## config.mk

```make
export PLATFORM = sky130hd
export DESIGN_NAME = wb_addr_decoder
export DESIGN_NICKNAME = d
export VERILOG_FILES = /design/src/rtl/wbdec_pkg.sv /design/src/rtl/wbdec_match.sv /design/src/rtl/wbdec_lane.sv /design/src/rtl/wbdec_ret.sv /design/src/rtl/wb_addr_decoder.sv
export SDC_FILE = /design/constraint.sdc
export NUM_CORES = 1
export LEC_CHECK = 0
export BUFFER_PORTS_ARGS = -buffer_cell sky130_fd_sc_hd__buf_2
export CAP_MARGIN = 25
export CELL_PAD_IN_SITES_DETAIL_PLACEMENT = 0
export CELL_PAD_IN_SITES_GLOBAL_PLACEMENT = 1
export CORE_AREA = 3 3 140 142
export DETAILED_ROUTE_END_ITERATION = 6
export DIE_AREA = 0 0 143 145
export GPL_TIMING_DRIVEN = 1
export PLACE_DENSITY = 0.62
export SLEW_MARGIN = 20
export SYNTH_ARGS = -nofsm -noshare
export SYNTH_HDL_FRONTEND = slang
export SYNTH_SLANG_ARGS = --single-unit
```

## constraint.sdc

```tcl
create_clock -name vclk -period 3.1
set_input_delay 0.31 -clock vclk [all_inputs]
set_output_delay 0.31 -clock vclk [all_outputs]
set_load 0.01 [all_outputs]
```

## src/rtl/wbdec_pkg.sv

```systemverilog
package wbdec_pkg;

  typedef enum logic {
    WBD_IO  = 1'b0,
    WBD_MEM = 1'b1
  } wbdec_mode_e;

  localparam int MAX_SLV = 16;

  function automatic int addr_width(input wbdec_mode_e mode);
    return (mode == WBD_MEM) ? 32 : 24;
  endfunction

  function automatic logic [MAX_SLV-1:0][31:0] default_bases(input wbdec_mode_e mode);
    logic [MAX_SLV-1:0][31:0] b;
    for (int i = 0; i < MAX_SLV; i++) begin
      if (mode == WBD_MEM) b[i] = 32'h0100_0000 + 32'(i) * 32'h0100_0000;
      else                 b[i] = 32'hFF00_0000 + 32'(i) * 32'h0001_0000;
    end
    return b;
  endfunction

  function automatic logic [MAX_SLV-1:0][5:0] uniform_sizes(input int width);
    logic [MAX_SLV-1:0][5:0] s;
    for (int i = 0; i < MAX_SLV; i++) s[i] = 6'(width);
    return s;
  endfunction

endpackage

```

## src/rtl/wbdec_match.sv

```systemverilog
module wbdec_match #(
  parameter int DEC_W = 8,
  parameter logic [DEC_W-1:0] REF = '0
) (
  input  logic [DEC_W-1:0] top_bits_i,
  output logic             hit_o
);
  // One equality comparator per slave port on the decoded address field.
  assign hit_o = (top_bits_i == REF);
endmodule

```

## src/rtl/wbdec_lane.sv

```systemverilog
module wbdec_lane #(
  parameter int ADDR_W = 24,
  parameter int SIZE   = 16
) (
  input  logic [ADDR_W-1:0] adr_i,
  output logic [ADDR_W-1:0] adr_o
);
  // Keep the low SIZE bits, clear everything above them.
  for (genvar b = 0; b < ADDR_W; b++) begin : g_bit
    if (b < SIZE) begin : g_keep
      assign adr_o[b] = adr_i[b];
    end else begin : g_zero
      assign adr_o[b] = 1'b0;
    end
  end
endmodule

```

## src/rtl/wbdec_ret.sv

```systemverilog
module wbdec_ret #(
  parameter int N_SLV  = 4,
  parameter int DATA_W = 32
) (
  input  logic [N_SLV-1:0]        hit_i,
  input  logic [N_SLV-1:0]        strobe_i,
  input  logic [N_SLV*DATA_W-1:0] s_dat_i,
  input  logic [N_SLV-1:0]        s_ack_i,
  output logic [DATA_W-1:0]       m_dat_o,
  output logic                    m_ack_o
);
  // AND-OR steering; the hit vector is at most one-hot by construction of
  // the base map, so the OR merges a single contributor.
  always_comb begin
    m_dat_o = '0;
    m_ack_o = 1'b0;
    for (int i = 0; i < N_SLV; i++) begin
      if (hit_i[i]) m_dat_o = m_dat_o | s_dat_i[i*DATA_W +: DATA_W];
      m_ack_o = m_ack_o | (strobe_i[i] & s_ack_i[i]);
    end
  end
endmodule

```

## src/rtl/wb_addr_decoder.sv

```systemverilog
module wb_addr_decoder
  import wbdec_pkg::*;
#(
  parameter wbdec_mode_e MODE = WBD_IO,
  parameter int N_SLV  = 4,
  parameter int DEC_W  = 8,
  parameter int DATA_W = 32,
  parameter logic [MAX_SLV-1:0][31:0] BASE = default_bases(MODE),
  parameter logic [MAX_SLV-1:0][5:0]  SIZE = uniform_sizes(addr_width(MODE) - DEC_W),
  localparam int ADDR_W = addr_width(MODE),
  localparam int SEL_W  = DATA_W / 8
) (
  input  logic [ADDR_W-1:0]       m_adr_i,
  input  logic [DATA_W-1:0]       m_dat_i,
  input  logic [SEL_W-1:0]        m_sel_i,
  input  logic                    m_we_i,
  input  logic                    m_stb_i,
  input  logic                    m_cyc_i,
  output logic [DATA_W-1:0]       m_dat_o,
  output logic                    m_ack_o,
  output logic [N_SLV*ADDR_W-1:0] s_adr_o,
  output logic [DATA_W-1:0]       s_dat_o,
  output logic [SEL_W-1:0]        s_sel_o,
  output logic                    s_we_o,
  output logic [N_SLV-1:0]        s_stb_o,
  output logic [N_SLV-1:0]        s_cyc_o,
  input  logic [N_SLV*DATA_W-1:0] s_dat_i,
  input  logic [N_SLV-1:0]        s_ack_i
);

  // Elaboration-time parameter checks.
  if (N_SLV < 1 || N_SLV > MAX_SLV) begin : g_bad_count
    $error("wb_addr_decoder: N_SLV out of range");
  end
  if (DEC_W < 1 || DEC_W > ADDR_W) begin : g_bad_dec
    $error("wb_addr_decoder: DEC_W out of range");
  end
  if (N_SLV > (1 << DEC_W)) begin : g_bad_fit
    $error("wb_addr_decoder: more ports than decodable values");
  end
  for (genvar i = 0; i < N_SLV; i++) begin : g_ovl_i
    for (genvar j = i + 1; j < N_SLV; j++) begin : g_ovl_j
      if (BASE[i][ADDR_W-1 -: DEC_W] == BASE[j][ADDR_W-1 -: DEC_W]) begin : g_clash
        $error("wb_addr_decoder: overlapping decode between two ports");
      end
    end
  end

  logic                 master_req;
  logic [N_SLV-1:0]     hit;
  logic [N_SLV-1:0]     strobe;
  logic [DEC_W-1:0]     top_field;

  assign master_req = m_stb_i & m_cyc_i;
  assign top_field  = m_adr_i[ADDR_W-1 -: DEC_W];

  for (genvar i = 0; i < N_SLV; i++) begin : g_port
    wbdec_match #(
      .DEC_W (DEC_W),
      .REF   (BASE[i][ADDR_W-1 -: DEC_W])
    ) u_match (
      .top_bits_i (top_field),
      .hit_o      (hit[i])
    );

    assign strobe[i] = master_req & hit[i];

    wbdec_lane #(
      .ADDR_W (ADDR_W),
      .SIZE   (int'(SIZE[i]))
    ) u_lane (
      .adr_i (m_adr_i),
      .adr_o (s_adr_o[i*ADDR_W +: ADDR_W])
    );
  end

  assign s_stb_o = strobe;
  assign s_cyc_o = strobe;
  assign s_dat_o = m_dat_i;
  assign s_sel_o = m_sel_i;
  assign s_we_o  = m_we_i;

  wbdec_ret #(
    .N_SLV  (N_SLV),
    .DATA_W (DATA_W)
  ) u_ret (
    .hit_i    (hit),
    .strobe_i (strobe),
    .s_dat_i  (s_dat_i),
    .s_ack_i  (s_ack_i),
    .m_dat_o  (m_dat_o),
    .m_ack_o  (m_ack_o)
  );

endmodule


```

==> out/results.ini <==
[placement]
placed_cells = 533
dp_hpwl_um = 6310
port_buffers = 183
post-place-ws_ns = 1.01
gp_congestion = 0.749
placed_cell_area_mm2 = 0.00244

[pwr]
finalPower_mw = 0.235
p_leak_nw = 1.37
ir_drop_uv = 60.0
power-per-cell-area_mw_per_mm2 = 96.0

[finish]
finalNetCount = 496
ff_latch_area_um2 = 0
layout_common_cells = 183 x buf_2, 32 x and3_1, 32 x conb_1
stdcell_count = 533
syn2layout_area_growth_pct = 11.4
n_antenna_cell = 0
drive_gt1_share_pct = 72.9
flops_and_latches = 0
layout_commonest_cell = buf_2
post-route-util_pct = 13.2
stdcell_area_mm2 = 0.00244
nClkBuffers = 0

[sta]
setup_violations = 0
fmax_mhz = 488
tightest_slew_ns = 0.902
hold_violations = 0
rsz0062_at_grt = no
relSlewSlack_pct = 39.9
finalMaxSlewViolations = 0
final.setup.worst_slack_ns = 1.05
fin_crit_ns = 2.05
whs_ns = 0.620
period_share_pct = 66.1
setup_tns_ns = 0

[yosys]
synth.distinct_cells = 16
syn_area_mm2 = 0.00219
yosysSeqAreaShare_pct = 0
yosysWarnings = 0
synthCells = 231
syn_area_per_cell_um2 = 9.50

[global_route]
antenna_found_initial = 0
grt_usage_pct = 6.12
grt_max_degree = 38
grt_remaining_overflow = 0
grt_pass1_wl_um = 10300
grt_pass1_vias = 1969

[clock_network]
cts_resized = 0
post_cts.repair.setup_buffers = 0
hold_buffers = 0

[critical_path]
worstPathMaxFanout = 37
end_kind = primary output
crit_path_start_kind = primary input
cp.arrival_ns = 1.74
cp.required_ns = 2.79
crit_type = primary input to primary output

[floorplan]
start_util_pct = 11.8
std_cell_rows = 50
die_y_um = 145
dieArea_mm2 = 0.0207
core_area_mm2 = 0.0186
die_w_um = 143
ios = 369

[routing]
dr_total_vias = 1798
routed_wl_um = 7180
post-route-drc-count = 0
drt_first_pass_iters = 2
drt_first_iter_violations = 32
drt.antenna.violating_nets = 0
vias_per_cell = 3.37
routedWlPerCell_um = 13.5

[min_path]
min_path_type = primary input to primary output
whs_path_depth = 0
min-delay-start = m_dat_i[15]
holdPathEnd = s_dat_o[15]

[job]
maxCapViolations = 0

[run_status]
outcome = finished clean

==> worst max-delay path: stages <==
cell    delay, ns
buf_2        0.68
mux4_2       0.41
and3_1       0.19
buf_2        0.13
==> worst max-delay path by stage <==
stage | slack, ns | depth (start not counted) | start | end
after CTS | 1.01 | 4 | m_adr_i[17] | m_dat_o[8]
after global placement | 1.03 | 4 | m_adr_i[17] | m_dat_o[25]
after global routing | 0.93 | 4 | m_adr_i[17] | m_dat_o[18]
after detailed placement | 1.01 | 4 | m_adr_i[17] | m_dat_o[8]
after floorplan | 1.14 | 3 | m_adr_i[23] | s_stb_o[0]
final | 1.05 | 4 | m_adr_i[17] | m_dat_o[8]
==> synthesized netlist by cell type, drive strengths merged <==
master,n,area share (%)
and3,32,9.1
nor4,4,1.1
nand2b,2,0.57
conb,1,0.17
nand2,2,0.34
nor2,2,0.34
or2,1,0.29
mux4,33,35
buf,145,51
nor4b,2,0.80
or4,1,0.51
clkbuf,6,1.0
==> layout make-up <==
type / instances / area [µm²]
multi-input combinational: 111 / 1190
tap: 234 / 293
fill: 2107 / 16100
timing repair buffer: 188 / 966
==> power by group <==
group	switching [mW]	leakage [nW]	internal [mW]
Combinational	0.0952	1.37	0.139
Clock	0	0	0
Sequential	0	0	0
Total	0.0952	1.37	0.139
==> routing by layer <==
| metal | share of wire (%) | vias to the layer above | GRT usage (%) | wire length (µm) |
|---|---|---|---|---|
| met4 | 1.4 | 0 | 1.05 | 99 |
| li1 | - | 798 | - | - |
| met5 | 0 | - | 0 | 0 |
| met1 | 37 | 833 | 7.12 | 2680 |
| met2 | 53 | 149 | 11.5 | 3770 |
| met3 | 8.8 | 18 | 1.22 | 633 |
==> logic make-up after synthesis <==
family	share of synthesized area, %
buffers and inverters	51.7
multiplexers	35.1
other	0.171
AND/OR/NAND/NOR	13.1
No activity file was read; power rests on OpenSTA's default activity.
